**config.mk**
```make
export PLATFORM = sky130hd
export DESIGN_NAME = trap_commit_unit
export DESIGN_NICKNAME = d
export VERILOG_FILES = /design/src/rtl/trap_commit_pkg.sv /design/src/rtl/trap_commit_ctrl.sv /design/src/rtl/trap_commit_datapath.sv /design/src/rtl/trap_commit_unit.sv
export SDC_FILE = /design/constraint.sdc
export NUM_CORES = 1
export LEC_CHECK = 0
export ABC_AREA = 0
export CAP_MARGIN = 5
export CORE_MARGIN = 8
export CORE_UTILIZATION = 40
export CTS_BUF_LIST = sky130_fd_sc_hd__clkbuf_16
export DETAILED_ROUTE_END_ITERATION = 16
export DONT_BUFFER_PORTS = 1
export GPL_TIMING_DRIVEN = 0
export PLACE_DENSITY = 0.54
export SETUP_SLACK_MARGIN = 0.3
export SKIP_CTS_REPAIR_TIMING = 1
export SLEW_MARGIN = 20
export SYNTH_ARGS = -nofsm -noshare
export SYNTH_HDL_FRONTEND = slang
export SYNTH_SLANG_ARGS = --single-unit
```
**constraint.sdc**
```tcl
create_clock -name clk -period 2.27 [get_ports clk]
set_input_delay 0.454 -clock clk [delete_from_list [all_inputs] [get_ports clk]]
set_output_delay 0.454 -clock clk [all_outputs]
set_load 0.02 [all_outputs]
```
**src/rtl/trap_commit_pkg.sv**
```systemverilog
package trap_commit_pkg;

  localparam int STATE_W = 3;
  localparam int CODE_W  = 5;

  typedef enum logic [STATE_W-1:0] {
    EX_OK        = 3'd0,
    EX_ENVCALL   = 3'd1,
    EX_LD_MISAL  = 3'd2,
    EX_LD_ACCESS = 3'd3,
    EX_ST_MISAL  = 3'd4,
    EX_ST_ACCESS = 3'd5,
    EX_RSVD      = 3'd6,
    EX_BUSY      = 3'd7
  } exec_state_e;

  typedef enum logic [1:0] {
    PH_RUN      = 2'd0,
    PH_FLUSH    = 2'd1,
    PH_REDIRECT = 2'd2
  } trap_phase_e;

  // control -> datapath strobes
  typedef struct packed {
    logic capture;   // latch head info for a pending trap
    logic takeIrq;   // the pending trap is an interrupt
    logic csrWrite;  // commit pending info into the CSRs
    logic flush;     // pipeline flush cycle
    logic redirect;  // fetch redirect cycle
    logic commit;    // head may retire
  } trap_strobe_t;

  function automatic logic isFaultState(exec_state_e s);
    return (s == EX_ENVCALL) || (s == EX_LD_MISAL) || (s == EX_LD_ACCESS) ||
           (s == EX_ST_MISAL) || (s == EX_ST_ACCESS);
  endfunction

  function automatic logic carriesDataAddr(exec_state_e s);
    return (s == EX_LD_MISAL) || (s == EX_LD_ACCESS) ||
           (s == EX_ST_MISAL) || (s == EX_ST_ACCESS);
  endfunction

  function automatic logic [CODE_W-1:0] causeCodeOf(exec_state_e s);
    logic [CODE_W-1:0] c;
    case (s)
      EX_ENVCALL:   c = 5'd11;
      EX_LD_MISAL:  c = 5'd4;
      EX_LD_ACCESS: c = 5'd5;
      EX_ST_MISAL:  c = 5'd6;
      EX_ST_ACCESS: c = 5'd7;
      default:      c = 5'd0;
    endcase
    return c;
  endfunction

endpackage

```
**src/rtl/trap_commit_ctrl.sv**
```systemverilog
module trap_commit_ctrl
  import trap_commit_pkg::*;
(
  input  logic         clk,
  input  logic         rstN,
  input  logic         headValid,
  input  exec_state_e  headState,
  input  logic         irqReq,
  output trap_strobe_t strb
);

  trap_phase_e phase, phaseNext;

  always_comb begin
    strb      = '0;
    phaseNext = phase;
    case (phase)
      PH_RUN: begin
        if (headValid && irqReq) begin
          // interrupt outranks a fault at the head
          strb.capture = 1'b1;
          strb.takeIrq = 1'b1;
          phaseNext    = PH_FLUSH;
        end else if (headValid && isFaultState(headState)) begin
          strb.capture = 1'b1;
          phaseNext    = PH_FLUSH;
        end else begin
          strb.commit = headValid && (headState == EX_OK);
        end
      end
      PH_FLUSH: begin
        strb.flush    = 1'b1;
        strb.csrWrite = 1'b1;
        phaseNext     = PH_REDIRECT;
      end
      PH_REDIRECT: begin
        strb.redirect = 1'b1;
        phaseNext     = PH_RUN;
      end
      default: phaseNext = PH_RUN;
    endcase
  end

  always_ff @(posedge clk) begin
    if (!rstN) phase <= PH_RUN;
    else       phase <= phaseNext;
  end

endmodule

```
**src/rtl/trap_commit_datapath.sv**
```systemverilog
module trap_commit_datapath
  import trap_commit_pkg::*;
#(
  parameter int XLEN = 32
) (
  input  logic              clk,
  input  logic              rstN,
  input  trap_strobe_t      strb,
  input  exec_state_e       headState,
  input  logic [XLEN-1:0]   headPc,
  input  logic [XLEN-1:0]   headAddr,
  input  logic [CODE_W-1:0] irqCode,
  input  logic [XLEN-1:0]   trapVector,
  output logic [XLEN-1:0]   mepc,
  output logic [XLEN-1:0]   mtval,
  output logic [XLEN-1:0]   mcause,
  output logic [XLEN-1:0]   redirectPc
);

  localparam int PAD_W = XLEN - 1 - CODE_W;

  logic [XLEN-1:0]   pendPc, pendTval;
  logic              pendIrq;
  logic [CODE_W-1:0] pendCode;
  logic [XLEN-1:0]   causeWord;

  always_ff @(posedge clk) begin
    if (!rstN) begin
      pendPc   <= '0;
      pendTval <= '0;
      pendIrq  <= 1'b0;
      pendCode <= '0;
    end else if (strb.capture) begin
      pendPc   <= headPc;
      pendIrq  <= strb.takeIrq;
      pendCode <= strb.takeIrq ? irqCode : causeCodeOf(headState);
      pendTval <= (!strb.takeIrq && carriesDataAddr(headState)) ? headAddr : '0;
    end
  end

  assign causeWord = {pendIrq, {PAD_W{1'b0}}, pendCode};

  always_ff @(posedge clk) begin
    if (!rstN) begin
      mepc   <= '0;
      mtval  <= '0;
      mcause <= '0;
    end else if (strb.csrWrite) begin
      mepc   <= pendPc;
      mtval  <= pendTval;
      mcause <= causeWord;
    end
  end

  // direct mode: mode bits of the vector are dropped
  assign redirectPc = strb.redirect ? {trapVector[XLEN-1:2], 2'b00} : '0;

endmodule

```
**src/rtl/trap_commit_unit.sv**
```systemverilog
module trap_commit_unit
  import trap_commit_pkg::*;
#(
  parameter int XLEN = 32
) (
  input  logic              clk,
  input  logic              rstN,
  input  logic              headValid,
  input  logic [2:0]        headState,
  input  logic [XLEN-1:0]   headPc,
  input  logic [XLEN-1:0]   headAddr,
  input  logic              irqReq,
  input  logic [4:0]        irqCode,
  input  logic [XLEN-1:0]   trapVector,
  output logic              commitEn,
  output logic              flushReq,
  output logic              redirectValid,
  output logic [XLEN-1:0]   redirectPc,
  output logic [XLEN-1:0]   mepc,
  output logic [XLEN-1:0]   mtval,
  output logic [XLEN-1:0]   mcause
);

  trap_strobe_t strb;
  exec_state_e  stateTyped;

  assign stateTyped = exec_state_e'(headState);

  trap_commit_ctrl uCtrl (
    .clk       (clk),
    .rstN      (rstN),
    .headValid (headValid),
    .headState (stateTyped),
    .irqReq    (irqReq),
    .strb      (strb)
  );

  trap_commit_datapath #(.XLEN(XLEN)) uPath (
    .clk        (clk),
    .rstN       (rstN),
    .strb       (strb),
    .headState  (stateTyped),
    .headPc     (headPc),
    .headAddr   (headAddr),
    .irqCode    (irqCode),
    .trapVector (trapVector),
    .mepc       (mepc),
    .mtval      (mtval),
    .mcause     (mcause),
    .redirectPc (redirectPc)
  );

  assign commitEn      = strb.commit;
  assign flushReq      = strb.flush;
  assign redirectValid = strb.redirect;

endmodule

```
==> metrics.txt, run 1 <==
Worst-Skew Late Latency=0.41 ns; CP required=1.82 ns; Achievable Freq=528 MHz; Yosys warnings=0; post-route setup TNS=0 ns; full die area=0.0177 mm^2; n_diodes=0; #FFs+latches synth=142; post-route ant nets=0; Static Leak=2.55 nW; P&R area growth vs syn=19.3%; CP Class=register to primary output; CTS tree=built; Max Cap Violations=0; Rows=42; # IOs=239; GR Overflow Total=0; Die H=133 um; initial antenna violation count=0; maximum vdd drop=0.560 mV; Mapped Area=0.00547 mm^2; Post-Route WL=16.1 mm; synth unique cells=39; slack of the critical path=0.377 ns; Slew Limit Fails=0; Initial Util=41.2%; DR WL/cell=18.8 um; main flop type after synthesis=dfxtp_1; TritonCTS buffer count=17; fraction of the yosys area taken by sequential cells=52.0%; met3 GRT Util=9.24%; final non-filler cell area=0.00653 mm^2; Final Skew=0.00444 ns; Reg clk slew, reported paths=0.06 ns; most crowded layer after global routing=met2; Final nets=777; type of origin of the critical path=register; Die X=133 um; commonest cells after routing, fill and taps aside=nand2_1, dfxtp_1, a21oi_1, mux2i_1, a22o_1; PD cells=939 mW/mm^2; Crit Path Max Fanout=10; layout cells sized above 1=17.0%; Vias=4307; DRT Pass-1 Iters=4; Setup WS pre-CTS=0.172 ns; drt first-iter violations=152; Worst-Margin Slew=0.556 ns; Port Buffers=0; met2 GRT Util=31.5%; area of the core=0.0133 mm^2; RSZ-0062 raised after global routing=yes; Util after Layout=49.1%; Layout fillers=1302; Global Route Usage Sum=17.9%; Setup violations, final=0; Syn Area/Cell=8.81 um^2; DR DRC count=0; ys async rst share=0%; Crit path arrival time=1.44 ns; root buffer cell=clkbuf_16; Slew Limit Headroom=62.9%; # placed instances=824; vias in the first global route=4280; routed vias/inst=5.02; Post-synth EDFFs=0; H-tree Lvls=4; Final HPWL DP=12.4 mm; largest net degree at the start of global routing=17; crit path time final=1.89 ns; CP Capture Type=primary output; routability cong.=0.801; Post-DP Area=0.00579 mm^2; first-pass GRT wire length=24.5 mm; cells after synthesis=621; fin cells=858; met1 Use GR=17.6%; commonest non-fill, non-tap cell in the layout=nand2_1; post-route clock period utilization=83.4%; Bufs on Longest Clock Path=2; outcome=completed; CTS Sinks=142; Hold Fails Final Rpt=0; hold crit path type=primary input to register
-- Yosys cell counts, types with 2 or more instances --
library cell	count	area (um^2)
nor4bb_1	2	20.0
a21oi_1	70	350
mux2i_1	36	360
dfxtp_1	142	2840
and2_1	30	188
clkbuf_1	33	124
nand2_1	207	777
o22ai_1	2	12.5
inv_2	2	7.51
a22o_1	33	289
buf_12	2	40.0
buf_2	5	25.0
buf_1	4	15.0
buf_4	28	210
-- layer usage --
metal	part of all wire [%]	vias up
met5	0	-
met2	51	179
met1	37	2016
li1	-	2096
met4	1.2	0
met3	11	16
-- worst max-delay path: stages, from the launching register on --
cell	delay, ns
dfxtp_2	0.35
nand2b_1	0.14
clkbuf_4	0.21
inv_4	0.14
buf_6	0.18
-- flip-flops by register name, summed over array words and instances (netlist names) --
name and cells:
uCtrl.phase 2, uPath.mcause 6, uPath.mepc 32, uPath.mtval 32
uPath.pendCode 5, uPath.pendIrq 1, uPath.pendPc 32, uPath.pendTval 32
-- path summary, 6_finish.rpt --
path / startpoint / end / slack, ns / cells past startpoint
setup reg to reg: uCtrl.phase[1] / uPath.mepc[31] / 0.57 / 6
hold reg to reg: uPath.pendPc[24] / uPath.mepc[24] / 0.45 / 2
hold / removal: headAddr[25] / uPath.pendTval[25] / 0.16 / 1
setup / recovery: uCtrl.phase[1] / flushReq / 0.38 / 4
-- layout make-up --
cell class                      instances  area (um^2)  area share (%)
Buffer                                 74          460            7.05
Clock buffer                           17          425            6.52
Clock inverter                         15          218            3.34
Inverter                                3         13.8           0.211
Multi-Input combinational cell        429         2330            35.7
Sequential cell                       142         2850            43.6
Tap cell                              176          220            3.37
Timing Repair Buffer                    2         15.0           0.230
-- cell families (layout without fill, tap and decap cells) --
family                    count (synthesis)  in the layout  share of synthesized area, %
and+or+nand+nor                         251            251                          19.6
DFF                                     142            142                          52.0
AOI/OAI and AO/OA                       113            113                          13.4
buffers and inverters                    77            111                          8.25
muxes                                    36             36                          6.59
other                                     1             28                        0.0685
xor gates and xnor gates                  1              1                         0.160
-- through the flow --
step | hold slack, ns | total power, mW
final | 0.162 | 6.13
after global routing | 0.137 | 6.36
after CTS | 0.139 | 6.18
after detailed placement | 0.443 | 3.17
after global placement | 0.438 | 3.16
after floorplan | 0.431 | 3.06
-- power breakdown --
part	total, mW	switching, mW	internal (mW)	leakage, nW
Combinational	0.470	0.292	0.177	1.08
Sequential	2.65	0.0743	2.58	1.15
Clock	3.01	1.06	1.95	0.312
Total	6.13	1.43	4.70	2.55
No activity file was read; power rests on OpenSTA's default activity.
==> run 2, diff against run 1 <==
--- a/config.mk
+++ b/config.mk
@@ -13,7 +13,7 @@
 export DETAILED_ROUTE_END_ITERATION = 16
 export DONT_BUFFER_PORTS = 1
 export GPL_TIMING_DRIVEN = 0
-export PLACE_DENSITY = 0.54
+export PLACE_DENSITY = 0.56
 export SETUP_SLACK_MARGIN = 0.3
 export SKIP_CTS_REPAIR_TIMING = 1
 export SLEW_MARGIN = 20
==> constraint.sdc (replaced) <==
create_clock -name clk -period 1.7 [get_ports clk]
set_input_delay 0.34 -clock clk [delete_from_list [all_inputs] [get_ports clk]]
set_output_delay 0.34 -clock clk [all_outputs]
set_load 0.02 [all_outputs]
==> run 2 against run 1 <==
Sequential cell count unchanged. Highest routed layer unchanged. The flow now finishes with violations (negative setup slack). Die area is the same. Register-to-register slack got worse by 0.40 ns.
==> metrics.txt, run 2 (same netlist as run 1, synthesis figures left out) <==
outcome=complete, but fails checks; failing checks=negative setup slack; Static Leak=2.73 nW; post-route clock period utilization=103%; Slew Limit Headroom=63.7%; first-pass GRT wire length=24.0 mm; CP Capture Type=primary output; drt first-iter violations=241; Crit path arrival time=1.42 ns; DR WL/cell=18.9 um; Reg clk slew, reported paths=0.06 ns; DRT Pass-1 Iters=4; P&R area growth vs syn=25.6%; largest net degree at the start of global routing=17; Bufs on Longest Clock Path=2; post-route ant nets=0; # placed instances=824; overall power=7.82 mW; commonest cells after routing, fill and taps aside=nand2_1, dfxtp_1, a21oi_1, mux2i_1, a22o_1; routed vias/inst=4.91; CTS Sinks=142; CP Class=register to primary output; vias in the first global route=4142; CP required=1.36 ns; Initial Util=41.2%; Final Skew=0.00655 ns; Worst-Skew Late Latency=0.41 ns; # IOs=239; RSZ-0062 raised after global routing=yes; Worst-Margin Slew=0.545 ns; routability cong.=0.770; slack of the critical path=-0.0580 ns; post-route setup TNS=-1.12 ns; Rows=42; Final HPWL DP=12.4 mm; Max Cap Violations=0; initial antenna violation count=0; full die area=0.0177 mm^2; TritonCTS buffer count=17; fin cells=872; Die X=133 um; reg2reg setup slack=0.17 ns; CTS tree=built; commonest non-fill, non-tap cell in the layout=nand2_1; maximum vdd drop=0.700 mV; Port Buffers=0; Global Route Usage Sum=17.5%; Setup violations, final=29; crit path time final=1.76 ns; Achievable Freq=569 MHz; area of the core=0.0133 mm^2; root buffer cell=clkbuf_16; DR DRC count=0; Die H=133 um; hold crit path type=primary input to register; GR Overflow Total=0; Post-DP Area=0.00584 mm^2; H-tree Lvls=4; type of origin of the critical path=register; Hold Fails Final Rpt=0; Crit Path Max Fanout=10; final non-filler cell area=0.00687 mm^2; PD cells=1140 mW/mm^2; Final nets=791; Slew Limit Fails=0; Post-Route WL=16.4 mm; n_diodes=0; layout cells sized above 1=21.3%; Vias=4278; Layout fillers=1249
run 2: cell count changes in the layout (fill, tap and decap cells not counted), moves of 3 or more:
cell       before  now
and2_4          0   29
and2_2         29    1
buf_6           2   15
clkbuf_1       26   13
clkbuf_2        2   11
clkbuf_16      17   22
buf_12          2    6
buf_2           7    3
buf_1           4    1
bufinv_16       5    2
run 2: metrics by stage:
step / worst slack, ns / utilization [%] / hold WS, ns
6_report: -0.0580 / 51.7 / 0.0522
3_3_place_gp: -0.225 / 43.9 / 0.438
2_1_floorplan: 0.0297 / - / 0.431
4_1_cts: -0.695 / 48.1 / 0.0300
3_5_place_dp: -0.253 / 43.9 / 0.443
5_1_grt: -0.119 / 51.7 / 0.0326
run 2: worst paths after layout:
path | start | end | cells past startpoint
setup / recovery | uCtrl.phase[1] | redirectPc[11] | 4
setup reg to reg | uCtrl.phase[0] | uPath.pendPc[8] | 6
hold / removal | headAddr[16] | uPath.pendTval[16] | 1
hold reg to reg | uPath.pendPc[26] | uPath.mepc[26] | 2
run 2: routing by layer:
metal	vias to the layer above	GRT usage, %	routed length [um]
li1	2126	-	-
met1	1948	17.8	6050
met2	188	29.6	8080
met3	16	10.0	2120
met4	0	5.43	189
met5	-	0	0
run 2: area by class of cell:
class | instances | area, um^2 | share of cell area (%)
Tap cell | 176 | 220 | 3.20
Sequential cell | 142 | 2850 | 41.5
Inverter | 3 | 18.8 | 0.273
Buffer | 74 | 576 | 8.37
Clock buffer | 17 | 425 | 6.19
Clock inverter | 15 | 131 | 1.91
Timing Repair Buffer | 15 | 239 | 3.48
Multi-Input combinational cell | 430 | 2410 | 35.1
run 2: power by group:
group	internal [mW]	total [mW]	switching, mW
clock network	2.12	3.49	1.37
logic	0.355	0.777	0.422
registers	3.44	3.55	0.101
total	5.92	7.82	1.89
run 2: critical path, cell delays in order, from the launching register on:
cell and delay, ns:
dfxtp_4 0.38, nor2b_4 0.17, buf_12 0.14, buf_8 0.12, and2_4 0.19
==> run 3, diff against run 2 <==
--- a/config.mk
+++ b/config.mk
@@ -5,7 +5,6 @@
 export SDC_FILE = /design/constraint.sdc
 export NUM_CORES = 1
 export LEC_CHECK = 0
-export ABC_AREA = 0
 export CAP_MARGIN = 5
 export CORE_MARGIN = 8
 export CORE_UTILIZATION = 40
==> results of run 3 <==
No change in the layout: final DEF, timing and power equal those of run 2.
